$ cat config.mk
export PLATFORM = sky130hd
export DESIGN_NAME = uart_regfront
export DESIGN_NICKNAME = d
export VERILOG_FILES = /design/src/rtl/uart_front_pkg.sv /design/src/rtl/uart_front_ctrl.sv /design/src/rtl/uart_front_dpath.sv /design/src/rtl/uart_regfront.sv
export SDC_FILE = /design/constraint.sdc
export NUM_CORES = 1
export LEC_CHECK = 0
export BUFFER_PORTS_ARGS = -buffer_cell sky130_fd_sc_hd__buf_2
export CAP_MARGIN = 30
export CORE_UTILIZATION = 30
export CTS_CLUSTER_DIAMETER = 100
export DETAILED_ROUTE_END_ITERATION = 8
export HOLD_SLACK_MARGIN = 0.08
export SLEW_MARGIN = 20
export SYNTH_ARGS = -nofsm -noshare
export SYNTH_HDL_FRONTEND = slang
export SYNTH_SLANG_ARGS = --single-unit
$ cat constraint.sdc
create_clock -name clk -period 5.5 [get_ports clk]
set_input_delay 0.825 -clock clk [delete_from_list [all_inputs] [get_ports clk]]
set_output_delay 0.825 -clock clk [all_outputs]
set_load 0.005 [all_outputs]
$ cat src/rtl/uart_front_pkg.sv
package uart_front_pkg;

  localparam logic [11:0] OFF_DATA = 12'h000;
  localparam logic [11:0] OFF_FLAG = 12'h018;
  localparam logic [11:0] OFF_IBRD = 12'h024;
  localparam logic [11:0] OFF_FBRD = 12'h028;
  localparam logic [11:0] OFF_LCRH = 12'h02C;
  localparam logic [11:0] OFF_CTRL = 12'h030;
  localparam logic [11:0] OFF_FLVL = 12'h034;
  localparam logic [11:0] OFF_MASK = 12'h038;
  localparam logic [11:0] OFF_RAW  = 12'h03C;
  localparam logic [11:0] OFF_MIS  = 12'h040;
  localparam logic [11:0] OFF_CLR  = 12'h044;

  localparam int unsigned INT_W   = 11;
  localparam int unsigned BIT_RX  = 4;
  localparam int unsigned BIT_TX  = 5;
  localparam int unsigned BIT_RT  = 6;
  localparam logic [INT_W-1:0] IRQ_SRC = 11'h070;

  localparam logic [31:0] CTRL_RST = 32'h0000_0300;
  localparam logic [5:0]  FLVL_RST = 6'h12;

  typedef enum logic [3:0] {
    SEL_NONE, SEL_DATA, SEL_FLAG, SEL_IBRD, SEL_FBRD, SEL_LCRH,
    SEL_CTRL, SEL_FLVL, SEL_MASK, SEL_RAW, SEL_MIS, SEL_CLR
  } regSel_e;

  typedef struct packed {
    logic        wrData;
    logic        wrIbrd;
    logic        wrFbrd;
    logic        wrLcrh;
    logic        wrCtrl;
    logic        wrFlvl;
    logic        wrMask;
    logic        wrClr;
    logic        rdData;
    regSel_e     rdSel;
    logic [31:0] wdata;
  } strobes_t;

endpackage

$ cat src/rtl/uart_front_ctrl.sv
module uart_front_ctrl
  import uart_front_pkg::*;
#(
  parameter int unsigned ADDR_W = 12
) (
  input  logic              clk,
  input  logic              rstN,
  input  logic              busValid,
  input  logic              busWrite,
  input  logic [ADDR_W-1:0] busAddr,
  input  logic [1:0]        busSize,
  input  logic [31:0]       busWdata,
  input  logic [31:0]       regRdata,
  output strobes_t          strb,
  output logic [31:0]       busRdata,
  output logic              busErr
);

  regSel_e     sel;
  logic        rdOk;
  logic        wrOk;
  logic        accept;
  logic [31:0] sizeMask;

  always_comb begin
    sel  = SEL_NONE;
    rdOk = 1'b0;
    wrOk = 1'b0;
    case (busAddr)
      ADDR_W'(OFF_DATA): begin sel = SEL_DATA; rdOk = 1'b1; wrOk = 1'b1; end
      ADDR_W'(OFF_FLAG): begin sel = SEL_FLAG; rdOk = 1'b1; end
      ADDR_W'(OFF_IBRD): begin sel = SEL_IBRD; rdOk = 1'b1; wrOk = 1'b1; end
      ADDR_W'(OFF_FBRD): begin sel = SEL_FBRD; rdOk = 1'b1; wrOk = 1'b1; end
      ADDR_W'(OFF_LCRH): begin sel = SEL_LCRH; rdOk = 1'b1; wrOk = 1'b1; end
      ADDR_W'(OFF_CTRL): begin sel = SEL_CTRL; rdOk = 1'b1; wrOk = 1'b1; end
      ADDR_W'(OFF_FLVL): begin sel = SEL_FLVL; rdOk = 1'b1; wrOk = 1'b1; end
      ADDR_W'(OFF_MASK): begin sel = SEL_MASK; rdOk = 1'b1; wrOk = 1'b1; end
      ADDR_W'(OFF_RAW):  begin sel = SEL_RAW;  rdOk = 1'b1; end
      ADDR_W'(OFF_MIS):  begin sel = SEL_MIS;  rdOk = 1'b1; end
      ADDR_W'(OFF_CLR):  begin sel = SEL_CLR;  wrOk = 1'b1; end
      default: ;
    endcase
  end

  always_comb begin
    case (busSize)
      2'd0:    sizeMask = 32'h0000_00FF;
      2'd1:    sizeMask = 32'h0000_FFFF;
      default: sizeMask = 32'hFFFF_FFFF;
    endcase
  end

  assign accept = busValid && (busSize != 2'd3) && (busWrite ? wrOk : rdOk);
  assign busErr = busValid && !accept;

  always_comb begin
    strb        = '0;
    strb.wdata  = busWdata & sizeMask;
    strb.rdSel  = SEL_NONE;
    if (accept && busWrite) begin
      strb.wrData = (sel == SEL_DATA);
      strb.wrIbrd = (sel == SEL_IBRD);
      strb.wrFbrd = (sel == SEL_FBRD);
      strb.wrLcrh = (sel == SEL_LCRH);
      strb.wrCtrl = (sel == SEL_CTRL);
      strb.wrFlvl = (sel == SEL_FLVL);
      strb.wrMask = (sel == SEL_MASK);
      strb.wrClr  = (sel == SEL_CLR);
    end
    if (accept && !busWrite) begin
      strb.rdSel  = sel;
      strb.rdData = (sel == SEL_DATA);
    end
  end

  assign busRdata = (accept && !busWrite) ? (regRdata & sizeMask) : 32'd0;

  AST_ERR_NO_DATA: assert property (@(posedge clk) disable iff (!rstN)
    busErr |-> (busRdata == 32'd0)) else $error("rejected access returned data");

  AST_ERR_NO_WRITE: assert property (@(posedge clk) disable iff (!rstN)
    busErr |-> !(strb.wrData || strb.wrMask || strb.wrClr || strb.wrCtrl)) else $error("rejected access wrote");

endmodule

$ cat src/rtl/uart_front_dpath.sv
module uart_front_dpath
  import uart_front_pkg::*;
#(
  parameter int unsigned DELAY = 16
) (
  input  logic        clk,
  input  logic        rstN,
  input  strobes_t    strb,
  input  logic        rxValid,
  input  logic [7:0]  rxData,
  input  logic        eotEnable,
  output logic [31:0] regRdata,
  output logic        rxTake,
  output logic        txValid,
  output logic [7:0]  txData,
  output logic        eotPulse,
  output logic        irq
);

  localparam int unsigned CNT_W = $clog2(DELAY + 1);
  localparam logic [CNT_W-1:0] CNT_LOAD = CNT_W'(DELAY);
  localparam logic [CNT_W-1:0] CNT_ONE  = CNT_W'(1);

  logic [31:0]      ctrlReg;
  logic [15:0]      ibrdReg;
  logic [5:0]       fbrdReg;
  logic [7:0]       lcrhReg;
  logic [5:0]       flvlReg;
  logic [INT_W-1:0] maskReg;
  logic [INT_W-1:0] rawReg;
  logic [INT_W-1:0] misReg;
  logic             pending;
  logic [CNT_W-1:0] cnt;
  logic             irqReg;
  logic             rxPrev;

  logic             rxRise;
  logic             armReq;
  logic             fire;
  logic [INT_W-1:0] setBits;
  logic [INT_W-1:0] clrBits;
  logic [INT_W-1:0] rawNext;
  logic [INT_W-1:0] misCalc;

  assign rxRise = rxValid && !rxPrev;
  assign fire   = pending && (cnt == CNT_ONE);

  always_comb begin
    setBits = '0;
    if (strb.wrData || (strb.wrMask && strb.wdata[BIT_TX])) setBits[BIT_TX] = 1'b1;
    if (rxRise) begin
      setBits[BIT_RX] = 1'b1;
      setBits[BIT_RT] = 1'b1;
    end
  end

  assign clrBits = strb.wrClr ? strb.wdata[INT_W-1:0] : '0;
  assign rawNext = (rawReg & ~clrBits) | setBits;
  assign armReq  = (strb.wrData && maskReg[BIT_TX])
                || (strb.wrMask && strb.wdata[BIT_TX])
                || rxRise;
  assign misCalc = strb.wrClr ? ((rawReg & ~clrBits) & maskReg) : (rawReg & maskReg);

  // configuration registers
  always_ff @(posedge clk) begin
    if (!rstN) begin
      ctrlReg <= CTRL_RST;
      ibrdReg <= '0;
      fbrdReg <= '0;
      lcrhReg <= '0;
      flvlReg <= FLVL_RST;
      maskReg <= '0;
    end else begin
      if (strb.wrCtrl) ctrlReg <= strb.wdata;
      if (strb.wrIbrd) ibrdReg <= strb.wdata[15:0];
      if (strb.wrFbrd) fbrdReg <= strb.wdata[5:0];
      if (strb.wrLcrh) lcrhReg <= strb.wdata[7:0];
      if (strb.wrFlvl) flvlReg <= strb.wdata[5:0];
      if (strb.wrMask) maskReg <= strb.wdata[INT_W-1:0];
    end
  end

  // interrupt state and delay counter
  always_ff @(posedge clk) begin
    if (!rstN) begin
      rawReg  <= '0;
      misReg  <= '0;
      pending <= 1'b0;
      cnt     <= '0;
      irqReg  <= 1'b0;
      rxPrev  <= 1'b0;
    end else begin
      rxPrev <= rxValid;
      rawReg <= rawNext;
      if (pending && !fire) begin
        cnt <= cnt - CNT_ONE;
      end else if (armReq) begin
        pending <= 1'b1;
        cnt     <= CNT_LOAD;
      end else if (fire) begin
        pending <= 1'b0;
        cnt     <= '0;
      end
      if (strb.wrClr || fire) misReg <= misCalc;
      if (strb.wrClr && ((misCalc & IRQ_SRC) == '0)) irqReg <= 1'b0;
      else if (fire) irqReg <= |(misCalc & IRQ_SRC);
    end
  end

  // outgoing stream
  always_ff @(posedge clk) begin
    if (!rstN) begin
      txValid  <= 1'b0;
      txData   <= '0;
      eotPulse <= 1'b0;
    end else begin
      txValid  <= strb.wrData;
      eotPulse <= strb.wrData && eotEnable && (strb.wdata[7:0] == 8'h04);
      if (strb.wrData) txData <= strb.wdata[7:0];
    end
  end

  always_comb begin
    case (strb.rdSel)
      SEL_DATA: regRdata = {24'd0, rxValid ? rxData : 8'd0};
      SEL_FLAG: regRdata = {24'd0, 1'b1, 2'b00, !rxValid, 3'b000, 1'b1};
      SEL_IBRD: regRdata = {16'd0, ibrdReg};
      SEL_FBRD: regRdata = {26'd0, fbrdReg};
      SEL_LCRH: regRdata = {24'd0, lcrhReg};
      SEL_CTRL: regRdata = ctrlReg;
      SEL_FLVL: regRdata = {26'd0, flvlReg};
      SEL_MASK: regRdata = {21'd0, maskReg};
      SEL_RAW:  regRdata = {21'd0, rawReg};
      SEL_MIS:  regRdata = {21'd0, misReg};
      default:  regRdata = 32'd0;
    endcase
  end

  assign rxTake = strb.rdData && rxValid;
  assign irq    = irqReg;

  AST_DATA_SETS_TX: assert property (@(posedge clk) disable iff (!rstN)
    strb.wrData |=> rawReg[BIT_TX]) else $error("data write left tx raw clear");

  AST_RX_SETS_BOTH: assert property (@(posedge clk) disable iff (!rstN)
    (rxRise && !strb.wrClr) |=> (rawReg[BIT_RX] && rawReg[BIT_RT])) else $error("rx arrival bits");

  AST_IRQ_HAS_SOURCE: assert property (@(posedge clk) disable iff (!rstN)
    irqReg |-> ((misReg & IRQ_SRC) != '0)) else $error("irq without masked source");

  AST_NO_REARM: assert property (@(posedge clk) disable iff (!rstN)
    (pending && !fire) |=> (pending && (cnt == $past(cnt) - CNT_ONE))) else $error("delay re-armed");

endmodule

$ cat src/rtl/uart_regfront.sv
module uart_regfront
  import uart_front_pkg::*;
#(
  parameter int unsigned ADDR_W = 12,
  parameter int unsigned DELAY  = 16
) (
  input  logic              clk,
  input  logic              rstN,
  input  logic              busValid,
  input  logic              busWrite,
  input  logic [ADDR_W-1:0] busAddr,
  input  logic [1:0]        busSize,
  input  logic [31:0]       busWdata,
  output logic [31:0]       busRdata,
  output logic              busErr,
  input  logic              rxValid,
  input  logic [7:0]        rxData,
  output logic              rxTake,
  output logic              txValid,
  output logic [7:0]        txData,
  input  logic              eotEnable,
  output logic              eotPulse,
  output logic              irq
);

  strobes_t    strb;
  logic [31:0] regRdata;

  uart_front_ctrl #(.ADDR_W(ADDR_W)) uCtrl (
    .clk      (clk),
    .rstN     (rstN),
    .busValid (busValid),
    .busWrite (busWrite),
    .busAddr  (busAddr),
    .busSize  (busSize),
    .busWdata (busWdata),
    .regRdata (regRdata),
    .strb     (strb),
    .busRdata (busRdata),
    .busErr   (busErr)
  );

  uart_front_dpath #(.DELAY(DELAY)) uDpath (
    .clk       (clk),
    .rstN      (rstN),
    .strb      (strb),
    .rxValid   (rxValid),
    .rxData    (rxData),
    .eotEnable (eotEnable),
    .regRdata  (regRdata),
    .rxTake    (rxTake),
    .txValid   (txValid),
    .txData    (txData),
    .eotPulse  (eotPulse),
    .irq       (irq)
  );

endmodule

==> impl_metrics.csv <==
group,metric,value,unit
global_route,overflow,0,
yosys,syn_nets,786,
layout,syn_to_final_growth,23.1,%
clock_network,cts_resized,0,
sta,period_share,77.5,%
floorplan,rows,50,
critical_path,cp-start-kind,"input port",
sta,period_needed,4.26,ns
clock_network,numCtsBuffers,17,
sta,relSlewSlack,41.1,%
yosys,synth_top_family_by_area,"simple AND/OR/NAND/NOR gates",
route,post-route-drc-count,0,
global_route,grt_usage,19.9,%
critical_path,path_max_fanout,14,
place,place_inst,1043,
clock_network,cts.sinks,119,
sta,hold_viol_final,0,
floorplan,core_area,18800,sq um
critical_path,cp_data_arrival_time,3.44,ns
layout,fin_area,7130,sq um
clock_network,clk_latency,0.42,ns
sta,layout_setup_ws,1.24,ns
clock_network,htreeDepth,4,
global_route,grt_first_pass_wirelength,30.2,mm
yosys,ys.flop_type,"dfxtp_1",
layout,final_layout_size_suffix_gt1_share,20.5,%
sta,fin_setup_tns,0,ns
hold_path,hp-class,"flip-flop to flip-flop",
hold_path,hold_path_startpoint,"uDpath.ctrlReg[17]",
yosys,synthAdderAreaFrac,0.432,%
yosys,postSynthCellCount,724,
yosys,yosys.area_share.simple,29.5,%
sta,setup_viol,0,
layout,n_antenna_cell,0,
sta,fmax,235,MHz
critical_path,cp-startpoint,"busAddr[3]",
route,drt_pass1_iterations,6,
critical_path,rr_startpoint,"uDpath.cnt[0]",
place,numPortBuffers,104,
layout,final_util,37.9,%
yosys,ys_async_sr_fraction,0,%
yosys,synth-xor-area-share,0.302,%
global_route,grt_pass1_vias,5352,
floorplan,die_area,19900,sq um
floorplan,die_h,141,um
clock_network,cts_tree,"built",
place,dp_hpwl,13.2,mm
route,vias,5752,
yosys,synth.area.mux_share,4.21,%
yosys,yosys.area.top_type,"dfxtp_1",
place,dpl_cell_area,6500,sq um
power_and_ir_drop,ir_drop,205,uV
global_route,antenna_found_initial,0,
critical_path,crit_required,4.68,ns
yosys,syn_avg_cell_area,8.00,sq um
route,viasPerCell,5.35,
route,wirelength,19.2,mm
flow_run,drv_cap,0,
route,drt-initial-drc-count,502,
route,drt-wirelength-per-cell,17.9,um
layout,nets,864,
clock_network,clock_path_buffers,2,
power_and_ir_drop,p_leak,2.70,nW
sta,drv_slew,0,
place,place.gp.congestion,0.885,
sta,rsz0062_at_grt,"no",
global_route,grt_max_degree,52,
sta,clock_skew,0.00453,ns
clock_network,postCtsHoldBufs,0,
status,status,"completed",
floorplan,die_w,141,um
layout,fill_cells,1921,
place,dp_slack,1.26,ns
yosys,synth_seq_area_share,41.1,%
yosys,netlist_area,5790,sq um
yosys,synthTopCellsByArea,"dfxtp_1 41%, nand2_1 10%, a21oi_1 7.4%, nand3_1 4.0%, mux2i_1 3.6%",
floorplan,initial_core_util,30.8,%
critical_path,cp-end-kind,"output port",
layout,final_cells,1075,
power_and_ir_drop,p_per_area,306,nW/um^2
route,ant_nets,0,
power_and_ir_drop,finalPower,2.18,mW
clock_network,post_cts_buffers,0,
critical_path,crit_type,"input port to output port",
clock_network,cts.clk_slew.worst_paths,0.05,ns
clock_network,root_buffer,"clkbuf_16",
yosys,synth_compound_area_share,19.8,%
yosys,ys_types,72,
yosys,yosysTopAreaCellShare,41.1,%
yosys,synth_edf_count,0,
yosys,yosysWarnings,0,
sta,holdWs,0.445,ns
yosys,ys_seq_elements,119,
sta,tightestPinTransition,0.883,ns
floorplan,ios,105,
-- power by group --
part	leakage, nW	switching (mW)	internal [mW]
Sequential	0.960	0.00655	0.870
Clock	0.317	0.386	0.802
Combinational	1.42	0.0815	0.0379
-- state kept, by name, indices dropped and copies added, names as in the netlist, 5 cells and up --
signal / count
uDpath.txData: 8
uDpath.misReg: 11
uDpath.flvlReg: 6
uDpath.maskReg: 11
uDpath.cnt: 5
uDpath.fbrdReg: 6
uDpath.lcrhReg: 8
uDpath.rawReg: 11
uDpath.ibrdReg: 16
uDpath.ctrlReg: 32
-- final cells by class --
class	instances	area [sq um]	area share [%]
Multi-Input combinational cell	541	3160	44.3
Sequential cell	119	2380	33.4
Timing Repair Buffer	114	596	8.35
Clock buffer	23	488	6.84
Tap cell	260	325	4.56
Clock inverter	9	145	2.04
Inverter	9	33.8	0.474
-- worst paths after layout --
check,depth (start not counted),to,slack (ns)
worst max-delay path,8,busRdata[1],1.24
worst min-delay path,2,uDpath.ctrlReg[17],0.45
worst max register to register,8,uDpath.misReg[9],3.59
worst min register to register,2,uDpath.ctrlReg[17],0.45
-- layer usage --
layer / GRT usage [%] / part of all wire [%] / vias to the layer above
met3: 4.48 / 7.5 / 25
li1: - / - / 2769
met4: 7.27 / 1.7 / 0
met1: 28.7 / 48 / 2713
met5: 0 / 0 / -
met2: 28.5 / 43 / 245
-- synth_stat cells, types with 3 or more instances --
library cell  instances
nand2_1             156
dfxtp_1             119
a21oi_1              86
nand3_1              46
clkbuf_1             43
nor2_1               32
and3_1               29
mux2i_1              21
o21ai_0              13
a222oi_1             11
a32oi_1              10
nor3_1               10
buf_2                 9
inv_1                 8
nand4_1               8
a22oi_1               7
or3_1                 7
a21boi_0              5
nand2b_1              5
nor3b_1               5
nor4_1                5
o211ai_1              5
a31oi_1               4
nor2b_1               4
o2111ai_1             4
a22o_1                3
and2_1                3
mux2_2                3
nor4b_1               3
or3b_1                3
or4_1                 3
-- layout by cell type, fill, tap and decap left out, types with 8 or more instances in the layout --
master     count
dfxtp_1      119
clkbuf_16     17
and3_1        29
o21ai_0       13
buf_2        104
nor3_1        10
buf_4         10
nand3_1       46
nor2_1        32
a21oi_1       86
nand4_1        8
mux2i_1       21
inv_1          8
a32oi_1       10
nand2_1      156
a222oi_1      11
-- cell families (layout without fill, tap and decap cells) --
kind of cell,Yosys count,count (layout)
AO/OA/AOI/OAI,174,174
XOR/XNOR,2,2
adder cells (fa/ha/maj),2,2
buffers and inverters,64,155
flip-flops,119,119
multiplexers,24,24
AND/OR/NAND/NOR,339,339
-- worst max-delay path: stages --
cell and delay, ns:
buf_2 0.18, or4b_1 0.66, a21boi_0 0.53, nor4_4 0.15
a222oi_1 0.43, a21boi_0 0.28, o2111ai_1 0.20, buf_2 0.17
Note: power is estimated with default switching activity, not from simulation.
